==> src/rtl/rtc_cal_pkg.sv <==
package rtc_cal_pkg;
  localparam int ADDR_W = 4;
  localparam int DATA_W = 8;
  localparam int SEC_W  = 7;
  localparam int MIN_W  = 7;
  localparam int HOUR_W = 6;

  localparam logic [ADDR_W-1:0] A_SEC   = 4'd0;
  localparam logic [ADDR_W-1:0] A_MIN   = 4'd1;
  localparam logic [ADDR_W-1:0] A_HOUR  = 4'd2;
  localparam logic [ADDR_W-1:0] A_DLO   = 4'd3;
  localparam logic [ADDR_W-1:0] A_DHI   = 4'd4;
  localparam logic [ADDR_W-1:0] A_AMIN  = 4'd5;
  localparam logic [ADDR_W-1:0] A_AHOUR = 4'd6;
  localparam logic [ADDR_W-1:0] A_ADLO  = 4'd7;
  localparam logic [ADDR_W-1:0] A_ADHI  = 4'd8;
  localparam logic [ADDR_W-1:0] A_CTRL  = 4'd9;
  localparam logic [ADDR_W-1:0] A_STAT  = 4'd10;
endpackage

==> src/rtl/rtc_bcd_field.sv <==
module rtc_bcd_field #(
  parameter int           W    = 7,
  parameter logic [W-1:0] MAXV = 'h59
) (
  input  logic         clk,
  input  logic         rst,
  input  logic         ld,
  input  logic [W-1:0] ld_val,
  input  logic         inc,
  output logic [W-1:0] val,
  output logic         wrap
);
  localparam int TW = W - 4;

  logic [TW-1:0] tens_up;
  logic [W-1:0]  val_up;

  assign tens_up = val[W-1:4] + TW'(1);
  assign val_up  = (val[3:0] == 4'd9) ? {tens_up, 4'd0} : val + W'(1);
  assign wrap    = inc && (val == MAXV);

  always_ff @(posedge clk) begin
    if (rst)      val <= '0;
    else if (ld)  val <= ld_val;
    else if (inc) val <= (val == MAXV) ? '0 : val_up;
  end


  field_wrap_chk: assert property (@(posedge clk) disable iff (rst)
    (inc && !ld && val == MAXV) |=> (val == '0));


  field_hold_chk: assert property (@(posedge clk) disable iff (rst)
    (!inc && !ld) |=> $stable(val));
endmodule

==> src/rtl/rtc_day_counter.sv <==
module rtc_day_counter #(
  parameter int DAY_W = 15
) (
  input  logic             clk,
  input  logic             rst,
  input  logic             ld_lo,
  input  logic             ld_hi,
  input  logic [7:0]       wdata,
  input  logic             inc,
  output logic [DAY_W-1:0] cnt
);
  localparam int HI_W = DAY_W - 8;

  always_ff @(posedge clk) begin
    if (rst)        cnt <= '0;
    else if (ld_lo) cnt[7:0] <= wdata;
    else if (ld_hi) cnt[DAY_W-1:8] <= wdata[HI_W-1:0];
    else if (inc)   cnt <= cnt + DAY_W'(1);
  end


  day_wrap_chk: assert property (@(posedge clk) disable iff (rst)
    (inc && !ld_lo && !ld_hi && (&cnt)) |=> (cnt == '0));
endmodule

==> src/rtl/rtc_alarm_unit.sv <==
module rtc_alarm_unit #(
  parameter int MIN_W  = 7,
  parameter int HOUR_W = 6,
  parameter int DAY_W  = 15
) (
  input  logic              clk,
  input  logic              rst,
  input  logic              eval,
  input  logic [MIN_W-1:0]  min_now,
  input  logic [HOUR_W-1:0] hour_now,
  input  logic [DAY_W-1:0]  day_now,
  input  logic [MIN_W-1:0]  min_set,
  input  logic [HOUR_W-1:0] hour_set,
  input  logic [DAY_W-1:0]  day_set,
  input  logic [2:0]        fld_en,
  input  logic              clr,
  output logic              flag
);
  logic m_ok, h_ok, d_ok, hit;

  assign m_ok = !fld_en[0] || (min_now  == min_set);
  assign h_ok = !fld_en[1] || (hour_now == hour_set);
  assign d_ok = !fld_en[2] || (day_now  == day_set);
  assign hit  = eval && (|fld_en) && m_ok && h_ok && d_ok;

  always_ff @(posedge clk) begin
    if (rst)      flag <= 1'b0;
    else if (hit) flag <= 1'b1;
    else if (clr) flag <= 1'b0;
  end


  flag_src_chk: assert property (@(posedge clk) disable iff (rst)
    $rose(flag) |-> $past(eval));


  flag_sticky_chk: assert property (@(posedge clk) disable iff (rst)
    (flag && !clr) |=> flag);
endmodule

==> src/rtl/rtc_cal_alarm.sv <==
module rtc_cal_alarm
  import rtc_cal_pkg::*;
#(
  parameter int DAY_W = 15
) (
  input  logic              clk,
  input  logic              rst,
  input  logic              tick_1hz,
  input  logic              wr_en,
  input  logic [ADDR_W-1:0] addr,
  input  logic [DATA_W-1:0] wdata,
  output logic [DATA_W-1:0] rdata,
  output logic              alarm_irq
);
  localparam int HI_W = DAY_W - 8;

  logic [SEC_W-1:0]  sec;
  logic [MIN_W-1:0]  mins;
  logic [HOUR_W-1:0] hour;
  logic [DAY_W-1:0]  day;
  logic sec_wrap, min_wrap, hour_wrap;
  logic time_wr, tick_eff, eval_q, flag, clr;

  logic [MIN_W-1:0]  a_min;
  logic [HOUR_W-1:0] a_hour;
  logic [DAY_W-1:0]  a_day;
  logic              irq_en;
  logic [2:0]        fld_en;
  logic [DATA_W-1:0] rd_n;

  assign time_wr  = wr_en && (addr <= A_DHI);
  assign tick_eff = tick_1hz && !time_wr;
  assign clr      = wr_en && (addr == A_STAT) && wdata[0];

  rtc_bcd_field #(.W(SEC_W), .MAXV(7'h59)) u_sec (
    .clk(clk), .rst(rst), .ld(wr_en && addr == A_SEC), .ld_val(wdata[SEC_W-1:0]),
    .inc(tick_eff), .val(sec), .wrap(sec_wrap));

  rtc_bcd_field #(.W(MIN_W), .MAXV(7'h59)) u_min (
    .clk(clk), .rst(rst), .ld(wr_en && addr == A_MIN), .ld_val(wdata[MIN_W-1:0]),
    .inc(sec_wrap), .val(mins), .wrap(min_wrap));

  rtc_bcd_field #(.W(HOUR_W), .MAXV(6'h23)) u_hour (
    .clk(clk), .rst(rst), .ld(wr_en && addr == A_HOUR), .ld_val(wdata[HOUR_W-1:0]),
    .inc(min_wrap), .val(hour), .wrap(hour_wrap));

  rtc_day_counter #(.DAY_W(DAY_W)) u_day (
    .clk(clk), .rst(rst), .ld_lo(wr_en && addr == A_DLO), .ld_hi(wr_en && addr == A_DHI),
    .wdata(wdata), .inc(hour_wrap), .cnt(day));

  always_ff @(posedge clk) begin
    if (rst) begin
      a_min  <= '0;
      a_hour <= '0;
      a_day  <= '0;
      irq_en <= 1'b0;
      fld_en <= '0;
      eval_q <= 1'b0;
    end else begin
      eval_q <= sec_wrap;
      if (wr_en) begin
        case (addr)
          A_AMIN:  a_min  <= wdata[MIN_W-1:0];
          A_AHOUR: a_hour <= wdata[HOUR_W-1:0];
          A_ADLO:  a_day[7:0] <= wdata;
          A_ADHI:  a_day[DAY_W-1:8] <= wdata[HI_W-1:0];
          A_CTRL: begin
            irq_en <= wdata[0];
            fld_en <= wdata[3:1];
          end
          default: ;
        endcase
      end
    end
  end

  rtc_alarm_unit #(.MIN_W(MIN_W), .HOUR_W(HOUR_W), .DAY_W(DAY_W)) u_alarm (
    .clk(clk), .rst(rst), .eval(eval_q),
    .min_now(mins), .hour_now(hour), .day_now(day),
    .min_set(a_min), .hour_set(a_hour), .day_set(a_day),
    .fld_en(fld_en), .clr(clr), .flag(flag));

  assign alarm_irq = flag && irq_en;

  always_comb begin
    rd_n = '0;
    case (addr)
      A_SEC:   rd_n[SEC_W-1:0]  = sec;
      A_MIN:   rd_n[MIN_W-1:0]  = mins;
      A_HOUR:  rd_n[HOUR_W-1:0] = hour;
      A_DLO:   rd_n             = day[7:0];
      A_DHI:   rd_n[HI_W-1:0]   = day[DAY_W-1:8];
      A_AMIN:  rd_n[MIN_W-1:0]  = a_min;
      A_AHOUR: rd_n[HOUR_W-1:0] = a_hour;
      A_ADLO:  rd_n             = a_day[7:0];
      A_ADHI:  rd_n[HI_W-1:0]   = a_day[DAY_W-1:8];
      A_CTRL:  rd_n[3:0]        = {fld_en, irq_en};
      A_STAT:  rd_n[0]          = flag;
      default: rd_n = '0;
    endcase
  end

  always_ff @(posedge clk) begin
    if (rst) rdata <= '0;
    else     rdata <= rd_n;
  end


  wr_load_chk: assert property (@(posedge clk) disable iff (rst)
    (wr_en && addr == A_SEC) |=> (sec == $past(wdata[SEC_W-1:0])));


  wr_no_carry_chk: assert property (@(posedge clk) disable iff (rst)
    (time_wr && addr != A_MIN) |=> $stable(mins));


  irq_gate_chk: assert property (@(posedge clk) disable iff (rst)
    alarm_irq |-> (flag && irq_en));
endmodule

==> config.mk <==
export PLATFORM = sky130hd
export DESIGN_NAME = rtc_cal_alarm
export DESIGN_NICKNAME = d
export VERILOG_FILES = /design/src/rtl/rtc_cal_pkg.sv /design/src/rtl/rtc_bcd_field.sv /design/src/rtl/rtc_day_counter.sv /design/src/rtl/rtc_alarm_unit.sv /design/src/rtl/rtc_cal_alarm.sv
export SDC_FILE = /design/constraint.sdc
export NUM_CORES = 1
export LEC_CHECK = 0
export BUFFER_PORTS_ARGS = -buffer_cell sky130_fd_sc_hd__buf_2
export CORE_MARGIN = 2
export CORE_UTILIZATION = 50
export CTS_BUF_LIST = sky130_fd_sc_hd__clkbuf_16
export DETAILED_ROUTE_END_ITERATION = 10
export GPL_TIMING_DRIVEN = 0
export PLACE_DENSITY = 0.67
export SLEW_MARGIN = 20
export SYNTH_ARGS = -nofsm -noshare
export SYNTH_HDL_FRONTEND = slang
export SYNTH_SLANG_ARGS = --single-unit
==> constraint.sdc <==
create_clock -name clk -period 2.2 [get_ports clk]
set_input_delay 0.11 -clock clk [delete_from_list [all_inputs] [get_ports clk]]
set_output_delay 0.11 -clock clk [all_outputs]
set_load 0.02 [all_outputs]
; Word level (Yosys, flattened, before mapping)
; Index checks and enable logic that the tools add are counted.
[word_totals]
elab_cells = 105
output_inout_bits = 9
register_bits = 77
in_bits = 16
[classes]
magnitude_cmp = 1
n_addsub = 7
bitwise_logic = 1
eq_ne = 20
reduce_logical = 39
muxes = 23
[op_table]
columns = op, count
row1 = 2-to-1 mux 7 bit, 9
row2 = one-hot mux 3 bit (10 select lines), 1
row3 = "equality test 4 bit, second input constant", 6
row4 = 2-to-1 mux 6 bit, 4
row5 = one-hot mux 2 bit (9 select lines), 1
row6 = logical AND 1 bit, 17
row7 = "equality test 4 x 3 -> 1 bit, second input constant", 4
row8 = 2-to-1 mux 8 bit, 2
row9 = "adder 15 x 1 -> 15 bit, second input constant", 1
row10 = equality test 15 bit, 1
row11 = 2-to-1 mux 15 bit, 1
row12 = "adder 7 x 1 -> 7 bit, second input constant", 2
row13 = "equality test 7 bit, second input constant", 2
row14 = AND reduction 2 bit, 7
row15 = nonzero test 2 bit, 6
row16 = one-hot mux 1 bit (11 select lines), 1
row17 = "equality test 4 x 2 -> 1 bit, second input constant", 2
row18 = equality test 7 bit, 1
row19 = one-hot mux 1 bit (7 select lines), 1
row20 = "adder 3 x 1 -> 3 bit, second input constant", 2
row21 = "adder 6 x 1 -> 6 bit, second input constant", 1
row22 = equality test 6 bit, 1
row23 = "equality test 6 bit, second input constant", 1
row24 = "equality test 4 x 1 -> 1 bit, second input constant", 1
row25 = other kinds (10), 16

; Depth between registers and ports, before layout
; Gate-level depths: netlist (run 1).
[depth]
word_depth = 10
mapped_depth = 9

; Hierarchy
; Synthesis (run 1) repeated with hierarchy kept, for this count alone.
[hier_totals]
hier_cells = 617
area_unflattened_um2 = 4971.0
[modules_own_cells]
columns = mod, cells_per_inst, seq_area_each_um2, instances, area_per_inst_um2
row1 = rtc_cal_alarm, 273, 820.8, 1, 2237.1
row2 = rtc_bcd_field at u_min ..., 63, 140.1, 2, 499.2
row3 = rtc_day_counter, 112, 300.3, 1, 892.1
row4 = rtc_bcd_field at u_hour, 60, 120.1, 1, 475.5
row5 = rtc_alarm_unit, 46, 20.0, 1, 367.9

; Worst setup path after synthesis (run 1)
; Ideal clock, no wire load.
[synth_timing]
kind = flip-flop to flip-flop
from = register u_sec.val[1]
to = register u_day.cnt[2]
arrival_time_ns = 1.869
path_buffers = 2
period_less_slack_ns = 1.988
t_required_ns = 2.081
path_slack_ns = 0.212
setup_time_ns = 0.119
path_stages_with_launch = 10
cell_sequence = dfxtp_1 -> inv_1 -> ha_1 -> and3b_1 -> buf_4 -> and3_1 -> buf_6 -> nand4_2 -> mux2_2 -> o221a_2
[synth_via]
elab_chain_len = 6
[synth_rtl]
columns = element, line
row1 = "start, declared", rtc_bcd_field.sv:10  ; output logic [W-1:0] val,
row2 = "start signal, assigned", rtc_bcd_field.sv:24  ; else if (ld) val <= ld_val;
row3 = "start signal, assigned", rtc_bcd_field.sv:25  ; else if (inc) val <= (val == MAXV) ? '0 : val_up;
row4 = equality test 7 bit, rtc_bcd_field.sv:20  ; assign wrap = inc && (val == MAXV);
row5 = logical AND 1 bit (3 in series), rtc_bcd_field.sv:20
row6 = nonzero test 2 bit (no source line), -
row7 = AND reduction 2 bit (no source line), -
row8 = "end signal, assigned", rtc_day_counter.sv:16  ; else if (ld_lo) cnt[7:0] <= wdata;
row9 = "end signal, assigned by index", rtc_day_counter.sv:17  ; else if (ld_hi) cnt[DAY_W-1:8] <= wdata[HI_W-1:0];
row10 = "end signal, assigned", rtc_day_counter.sv:18  ; else if (inc) cnt <= cnt + DAY_W'(1);
row11 = "end, declared", rtc_day_counter.sv:10  ; output logic [DAY_W-1:0] cnt
; Every way passes these cells.
; A chain may end at the register's enable or synchronous reset.

; Final worst setup path (run 1)
[layout_timing]
from = register u_sec.val[1]
to = register u_hour.val[0]
[layout_via]
elab_chain_len = 4
[layout_rtl]
columns = element, line
row1 = equality test 7 bit, rtc_bcd_field.sv:20
row2 = logical AND 1 bit (2 in series), rtc_bcd_field.sv:20
row3 = nonzero test 2 bit (no source line), -
row4 = "end signal, assigned", rtc_bcd_field.sv:24
row5 = "end signal, assigned", rtc_bcd_field.sv:25
row6 = "end, declared", rtc_bcd_field.sv:10
; Every way passes these cells.

==> results of run 1 <==
## layer usage
layer  vias up  wire (um)
li1       2245          -
met1      2423       7328
met2       312       7821
met3        55       1782
met4         0        733
met5         -          0
## cell usage in the layout, fill, tap and decap left out, types with 7 or more instances in the layout
| cell type | n |
|---|---|
| sky130_fd_sc_hd__nor2_1 | 63 |
| sky130_fd_sc_hd__clkbuf_1 | 30 |
| sky130_fd_sc_hd__o21ai_0 | 38 |
| sky130_fd_sc_hd__xnor2_1 | 17 |
| sky130_fd_sc_hd__ha_1 | 12 |
| sky130_fd_sc_hd__a311oi_1 | 7 |
| sky130_fd_sc_hd__mux2i_1 | 22 |
| sky130_fd_sc_hd__dfxtp_1 | 68 |
| sky130_fd_sc_hd__dfxtp_2 | 8 |
| sky130_fd_sc_hd__xor2_1 | 24 |
| sky130_fd_sc_hd__a21oi_1 | 34 |
| sky130_fd_sc_hd__mux2_2 | 12 |
| sky130_fd_sc_hd__nand3_1 | 19 |
| sky130_fd_sc_hd__nor2b_1 | 10 |
| sky130_fd_sc_hd__buf_2 | 23 |
| sky130_fd_sc_hd__nand4_1 | 8 |
| sky130_fd_sc_hd__inv_1 | 9 |
| sky130_fd_sc_hd__nor4_2 | 7 |
| sky130_fd_sc_hd__nor4_1 | 11 |
| sky130_fd_sc_hd__nand2_1 | 60 |
| sky130_fd_sc_hd__nor3_1 | 14 |
| sky130_fd_sc_hd__nand2b_1 | 7 |
| sky130_fd_sc_hd__clkbuf_16 | 9 |
| sky130_fd_sc_hd__a211oi_1 | 12 |
| sky130_fd_sc_hd__a22oi_1 | 8 |
## synth_stat cells, drive strengths merged, types with 6 or more instances
cell type  instances  area (um2)
dfxtp             77        1541
nor2              63       236.5
nand2             61       229.0
o21ai             39       195.2
a21oi             34       170.2
clkbuf            31       116.4
xor2              24       210.2
mux2i             22       220.2
nand3             21       122.6
nor4              18       112.6
xnor2             17       148.9
buf               16       83.83
nor3              16       91.34
a211oi            12       90.09
ha                12       150.1
mux2              12       135.1
nor2b             10       62.56
inv                9       33.78
nand4              9       62.56
a22oi              8       60.06
a311oi             7       61.31
nand2b             7       43.79
and2               6       37.54
## path summary, 6_finish.rpt
check	endpoint	cells after the start
worst max register to register	u_hour.val[0]$_SDFFE_PP0P_	9
worst min register to register	a_min[0]$_SDFFE_PP0P_	2
worst min-delay path	a_day[7]$_SDFFE_PP0P_	3
worst max-delay path	u_hour.val[0]$_SDFFE_PP0P_	9
## where the power goes
group	switching, mW	leakage, nW	internal, mW
logic	0.256	1.20	0.108
registers	0.0414	0.627	1.42
clock network	0.674	0.143	0.894
total	0.972	1.97	2.42
## repair_timing
item / in CTS / in global routing
resized for setup: 13 / 16
setup endpoints to repair: 20 / 24
buffers inserted: 1 / 4
pin swaps: 1 / 3
hold buffers: 0 / 0
endpoints found under the hold margin: 0 / 0
## state kept, by name, indices dropped and copies added, names as in the netlist
| register | count |
|---|---|
| u_sec.val | 7 |
| u_min.val | 7 |
| u_hour.val | 6 |
| a_day | 15 |
| irq_en | 1 |
| u_alarm.flag | 1 |
| fld_en | 3 |
| rdata | 8 |
| eval_q | 1 |
| u_day.cnt | 15 |
| a_hour | 6 |
| a_min | 7 |
## final cells by class
class                           count  area (um2)
Buffer                             46       211.5
Clock buffer                        9       225.2
Multi-Input combinational cell    471        3126
Sequential cell                    77        1555
Timing Repair Buffer               21       117.6
Clock inverter                      7       80.08
Fill cell                         880        3774
Inverter                            9       33.78
Tap cell                          129       161.4
## worst max-delay path: cells and delay by family, from the launching register on
kind            cells  cell delay, ns
compound gates      1            0.26
fa+ha+maj           1            0.14
buf+inv             3            0.33
simple gates        4            0.91
flops               1            0.36
## through the flow
stage,setup slack (ns),utilization [%],hold slack [ns]
final,0.09750,59.35,0.04261
after detailed placement,-0.2719,54.51,0.3967
after CTS,-0.04422,58.40,0.03572
after global placement,-0.1613,54.45,0.3943
after floorplan,0.2119,-,0.2186
after global routing,-0.02102,59.35,0.05563
## logic make-up after synthesis
| family | count (synthesis) |
|---|---|
| and+or+nand+nor | 239 |
| AOI/OAI and AO/OA | 144 |
| DFF | 77 |
| buffers and inverters | 56 |
| xor gates and xnor gates | 41 |
| muxes | 35 |
| adders and majority gates | 12 |
==> impl_summary.md, run 1 <==
Outcome
The run finished with clean final reports.

Timing
Timing would allow up to 0.4756 GHz. Across the routed clock network, the largest skew measured is 0.008031 ns. The measured slew at the worst slew-check pin is 0.9229 ns.

The count of endpoints failing hold in the final timing report is 0. The minimum clock period is 2.102 ns. Setup total negative slack on the finished layout was measured at 0 ns.

Of the available clock period, the critical path in the final layout requires 95.57%. The setup violation total in the final timing report is 0. The final count of pins violating max slew is 0.

Headroom to the max-slew limit came out at 38.48%.

Logic synthesis
The count of cell types in the netlist is 66. Of the post-synthesis cell area, the part taken by muxes is 7.850%. Summing every instance area after synthesis gives 4813 um2. The share of synthesized cell area in full adder, half adder and majority cells is 3.119%. In this run, synthesis produced a sequential element count of 77. After Yosys synthesis, XOR and XNOR cells account for 7.460% of the synthesized area. The share of async-settable or async-resettable flops after synthesis is 0%. By area, the combinational part of the netlist is dominated by simple AND/OR/NAND/NOR gates. The synthesized netlist net count is 632. The total of warnings raised by yosys is 0. The complex-gate fraction of the synthesized area is 19.52%. Averaged over all synthesized cells, the footprint is 7.969 um2. After synthesis, flip-flops and latches occupy 32.02% of the total area.

The synthesized design contains 0 enable-type register cells. The gate count of the mapped netlist is 604. The most used flip-flop cell after synthesis is sky130_fd_sc_hd__dfxtp_1. The post-synthesis share of cell area spent on and, or, nand and nor gates is 25.16%.

Floorplan
The area enclosed by the die boundary is 10430 um2. Once the floorplan was initialized, standard cells occupied 51.85% of the core. The die extent in y is 102.1 um.

The number of cell rows is 35. 25 I/O pins were placed. The floorplan step set the die width to 102.1 um. The core region is 9284 um2.

Flow run
The total of max-cap violations is 0.

Global routing
The layer with the highest usage after global routing is met2. The met3 track demand over resource in global routing is 7.456%. The first global-routing pass estimated 26.76 mm of wire.

In the global route stage, met2 resource usage came out at 52.99%. The via count of the first global-routing pass came to 4560. Across every metal layer, demand over resource in global routing totals 35.13%. In the global route stage, met1 resource usage came out at 48.08%. The maximum number of pins on one net before global-route repair is 16.

The total overflow reported by the global router is 0. The number of antenna violations at the first check in global routing is 0.

Critical path
The cell with the most instances on the worst path is sky130_fd_sc_hd__buf_6. Traced cell by cell, the critical path runs through inv_1 > ha_1 > and3b_1 > buf_6 > and3_1 > buf_6 > nand3_4 > or4_1 > a311oi_1. The worst setup path is captured at a register.

The nature of the critical path startpoint is a register. The slack of the worst reg-to-reg path is 0.1 ns. The launch point of the worst path is u_sec.val[1]$_SDFFE_PP0P_. The data arrival time of the critical path is 2.35 ns. The maximum fanout along the worst path is 7. The worst register-to-register path begins at u_sec.val[1]$_SDFFE_PP0P_. For this run, the slowest stage of the critical path takes 0.47 ns. The highest-delay cell along the critical path is sky130_fd_sc_hd__or4_1.

The worst setup path is of the reg2reg kind. Data on the critical path is required at its endpoint by 2.45 ns.

Placement
In this run the cell area measured after placement is 5061 um2. Input and output buffers added on the ports amount to 16. Once detailed placement completed, the half-perimeter wirelength came to 12.74 mm. The count of placed standard cells including taps is 749.

The final weighted congestion in routability-driven placement is 1.081.

Power and ir drop
Across the VDD grid, the largest voltage drop is 345.8 uV. The leakage power summed over all cells is 1.972 nW. The total power per unit cell area is 616.3 nW/um2.

After layout, the design draws a total of 3.396 mW.

CTS
The clock net in this run drives a total of 77 sinks. After clock tree synthesis, the clock-pin slew on the worst setup and hold paths is 0.07 ns. The root buffer cell chosen for the clock tree is sky130_fd_sc_hd__clkbuf_16. The H-tree generated during clock tree synthesis spans 3 levels. TritonCTS built the clock tree. Clock latency on the worst-skew pair, taken at its later pin, is 0.34 ns. Buffers inserted during clock tree synthesis total 9. The clock passes through at most 2 buffers.

Routing
The routed via count is 5035. The number of nets with antenna violations after routing is 0. Dividing the detail-routed via count by the number of cells gives 6.547. The number of DRC violations after detailed-routing iteration 0 is 430. The count of unresolved DRC violations after routing is 0. The detailed-route wire length is 17.67 mm. The total iterations of the first detailed-routing run is 5. The routed wire length per instance is 22.97 um.

Layout
At the end of the flow, the number of nets in the layout was 663. The synthesis-to-layout area growth is 14.48%. The number of non-filler instances in the completed layout is 769. The antenna diode instance count is 0. The final instance area is 5510 um2.

The share of post-route cells with drive strength above 1 is 14.37%.

Hold path
In this run the worst hold path is classified as in2reg. The startpoint identified for the worst hold timing path is wdata[7].
No activity file was read; power rests on OpenSTA's default activity.
==> run 2, diff against run 1 <==
- RECOVER_POWER: unset -> 25
==> run 2 against run 1 <==
Compared with the run above:
- core utilization decreased by 0.26 points
- combinational power decreased by 1%
- largest cell class unchanged
- clock skew barely moved
- via count fell by 0.40%
- power is essentially flat
- die area stayed put
- critical path type is now in2reg
- first-iteration DRC count down 4.7%
- critical endpoint is now rdata[6]$_SDFF_PP0_
- routed wire length grew 0.33%
- clock power is essentially flat
- sequential share of layout area is 0.12 points higher
==> impl_summary.md, run 2 (same netlist as run 1, synthesis figures left out) <==
Routing
The number of nets with antenna violations after routing came to 0 (unchanged). The detail-routed via count per cell is 6.521 (was 6.547). The total iterations of the first detailed-routing run is 5 (unchanged).

The detailed-route wire length is 17.72 mm (was 17.67 mm). The routed via count is 5015 (was 5035). The count of unresolved DRC violations after routing is 0 (unchanged). The number of DRC violations after detailed-routing iteration 0 is 410 (was 430). The routed wire length per instance is 23.05 um (was 22.97 um).

Power and ir drop
The leakage power summed over all cells is 1.917 nW (was 1.972 nW). The worst vdd rail ir drop is 350.3 uV (was 345.8 uV). The total power after layout is 3.394 mW (was 3.396 mW). The total power per unit cell area is 618.6 nW/um2 (was 616.3 nW/um2).

Floorplan
The area inside the core boundary is 9284 um2 (unchanged). The die boundary width was 102.1 um (unchanged). The die extent in y is 102.1 um (unchanged).

The initial standard-cell utilization of the core was 51.85% (unchanged). The area enclosed by the die boundary was 10430 um2 (unchanged). The number of cell rows is 35 (unchanged). The top-level I/O count came to 25 (unchanged).

Layout
Largest registers in the final layout: a_day x15, u_day.cnt x15, rdata x8 (unchanged). The number of non-filler instances in the completed layout is 769 (unchanged). The number of nets in the finished design is 663 (unchanged). The commonest non-fill, non-tap cell in the layout was sky130_fd_sc_hd__dfxtp_1 (unchanged). The share of post-route cells with drive strength above 1 is 12.19% (was 14.37%). The post-layout utilization of the core is 59.10% (was 59.35%). The antenna diode instance count is 0 (unchanged). Commonest cells after routing, fill and taps aside: sky130_fd_sc_hd__dfxtp_1, sky130_fd_sc_hd__nor2_1, sky130_fd_sc_hd__nand2_1, sky130_fd_sc_hd__clkbuf_1, sky130_fd_sc_hd__o21ai_0 (was sky130_fd_sc_hd__dfxtp_1, sky130_fd_sc_hd__nor2_1, sky130_fd_sc_hd__nand2_1, sky130_fd_sc_hd__o21ai_0, sky130_fd_sc_hd__a21oi_1). The final instance area was 5487 um2 (was 5510 um2). The synthesis-to-layout area growth is 13.98% (was 14.48%).

CTS
The total CTS buffers is 9 (unchanged). The clock sink count is 77 (unchanged). The root buffer cell is sky130_fd_sc_hd__clkbuf_16 (unchanged). The maximum level of the CTS H-tree was 3 (unchanged). The number of buffers on the longest clock path is 2 (unchanged). The count of hold buffers inserted by post-cts repair came to 0 (unchanged). The clock latency of the later-clocked register in the worst-skew pair is 0.34 ns (about the same). The clock tree from TritonCTS is done (unchanged). The post-CTS clock slew at the launch and capture registers of the worst setup and hold paths is 0.07 ns (about the same).

Critical path
The highest-delay cell along the critical path is sky130_fd_sc_hd__clkbuf_1 (was sky130_fd_sc_hd__or4_1). The data arrival time of the critical path is 2.39 ns (was 2.35 ns). The buffering stage count on the worst path with inverters included is 4 (was 3). The startpoint of the worst register-to-register path is u_min.val[3]$_SDFFE_PP0P_ (was u_sec.val[1]$_SDFFE_PP0P_). The cell with the most instances on the worst path is sky130_fd_sc_hd__clkbuf_1 (was sky130_fd_sc_hd__buf_6). The launch point of the worst path is addr[2] (was u_sec.val[1]$_SDFFE_PP0P_).

The required time of the critical path is 2.44 ns (was 2.45 ns). Cells traversed along the worst timing path: clkbuf_1 > clkbuf_1 > clkbuf_1 > clkbuf_1 > nor2_1 > a21boi_0 > o21ai_0 > o2111a_1 (was inv_1 > ha_1 > and3b_1 > buf_6 > and3_1 > buf_6 > nand3_4 > or4_1 > a311oi_1). The class of the most critical setup path is in2reg (was reg2reg). The maximum fanout along the worst path is 10 (was 7). The nature of the critical path startpoint is an input port (was register). The kind of cell with the highest combined delay on the critical path is buffers and inverters (was simple AND/OR/NAND/NOR gates). The element type at the critical path end is a register (unchanged). The delay of the slowest cell on the worst path was 0.55 ns (was 0.47 ns).

Global routing
The via count of the first global-routing pass is 4560 (unchanged). The total overflow reported by the global router was 0 (unchanged). The all-layer global routing usage is 35.13% (unchanged). The first-pass GRT wire length is 26.76 mm (unchanged). The maximum number of pins on one net before global-route repair is 16 (unchanged). The number of antenna violations at the first check in global routing is 0 (unchanged).

Outcome
Run status: completed (unchanged).

Flow run
The total of max-cap violations is 0 (unchanged).

Placement
The half-perimeter wire length after placement was 12.74 mm (unchanged). The count of placed standard cells including taps is 749 (unchanged). The placed standard-cell area is 5061 um2 (unchanged). The count of input and output buffers is 16 (unchanged). The final weighted congestion in routability-driven placement came to 1.081 (unchanged).

Hold path
The worst min-delay path category is in2reg (unchanged). The hold path startpoint is wdata[7] (unchanged).

Timing
The final count of pins violating max slew is 0 (unchanged). The achievable frequency is 0.4648 GHz (was 0.4756 GHz). The minimum clock period was 2.151 ns (was 2.102 ns). The setup violation total in the final timing report is 0 (unchanged).

The measured slew at the worst slew-check pin is 0.9096 ns (was 0.9229 ns). The post-route clock skew is 0.008455 ns (was 0.008031 ns). The count of endpoints failing hold in the final timing report was 0 (unchanged).

The headroom to the max-slew limit is 39.36% (was 38.48%). The portion of the clock cycle consumed by the worst path in the final layout came to 97.79% (was 95.57%).
[run 2: routing by layer]
layer  up-vias  share of wire (%)  global-route usage [%]
met2       311                 44                   52.99
met1      2396                 42                   48.08
met5         -                  0                       0
li1       2252                  -                       -
met4         0                3.9                   16.41
met3        56                9.9                   7.456
[run 2: area by class of cell]
| cell class | count | area (um2) |
|---|---|---|
| fill | 890 | 3797 |
| multi-input combinational | 471 | 3119 |
| sequential | 77 | 1555 |
| clock buffer | 9 | 225.2 |
| buffer | 46 | 207.7 |
| tap | 129 | 161.4 |
| timing repair buffer | 21 | 103.9 |
| clock inverter | 7 | 80.08 |
| inverter | 9 | 33.78 |
[run 2: final timing paths]
check	to	slack, ns	cells past startpoint
setup reg to reg	u_day.cnt[4]$_SDFFE_PP0P_	0.10	6
hold / removal	a_day[7]$_SDFFE_PP0P_	0.05	3
setup / recovery	rdata[6]$_SDFF_PP0_	0.05	8
hold reg to reg	a_min[0]$_SDFFE_PP0P_	0.51	2
[run 2: metrics by stage]
step / hold WS [ns] / setup TNS (ns) / worst slack [ns]
after floorplan: 0.2186 / 0 / 0.2119
after global placement: 0.3943 / -1.577 / -0.1613
after detailed placement: 0.3967 / -2.087 / -0.2719
after CTS: 0.03572 / -0.09207 / -0.04422
after global routing: 0.05563 / -0.03159 / -0.02102
final: 0.04609 / 0 / 0.04853
[run 2: repair_timing]
action / CTS / global route
buffers inserted: 1 / 4
resized for setup: 13 / 16
endpoints found under the setup margin: 20 / 24
pin swaps: 1 / 3
[run 2: worst register-to-register path, stage by stage (launching register included)]
cell                       delay [ns]
sky130_fd_sc_hd__dfxtp_1         0.60
sky130_fd_sc_hd__and3b_1         0.26
sky130_fd_sc_hd__clkbuf_4        0.21
sky130_fd_sc_hd__nand2_1         0.13
sky130_fd_sc_hd__nor4_1          0.33
sky130_fd_sc_hd__mux2_2          0.37
sky130_fd_sc_hd__a21oi_1         0.13
[run 2: report_power, final]
group / total [mW] / switching, mW / internal, mW
Combinational: 0.361 / 0.255 / 0.106
Sequential: 1.46 / 0.0418 / 1.42
Clock: 1.57 / 0.675 / 0.894
Total: 3.39 / 0.972 / 2.42
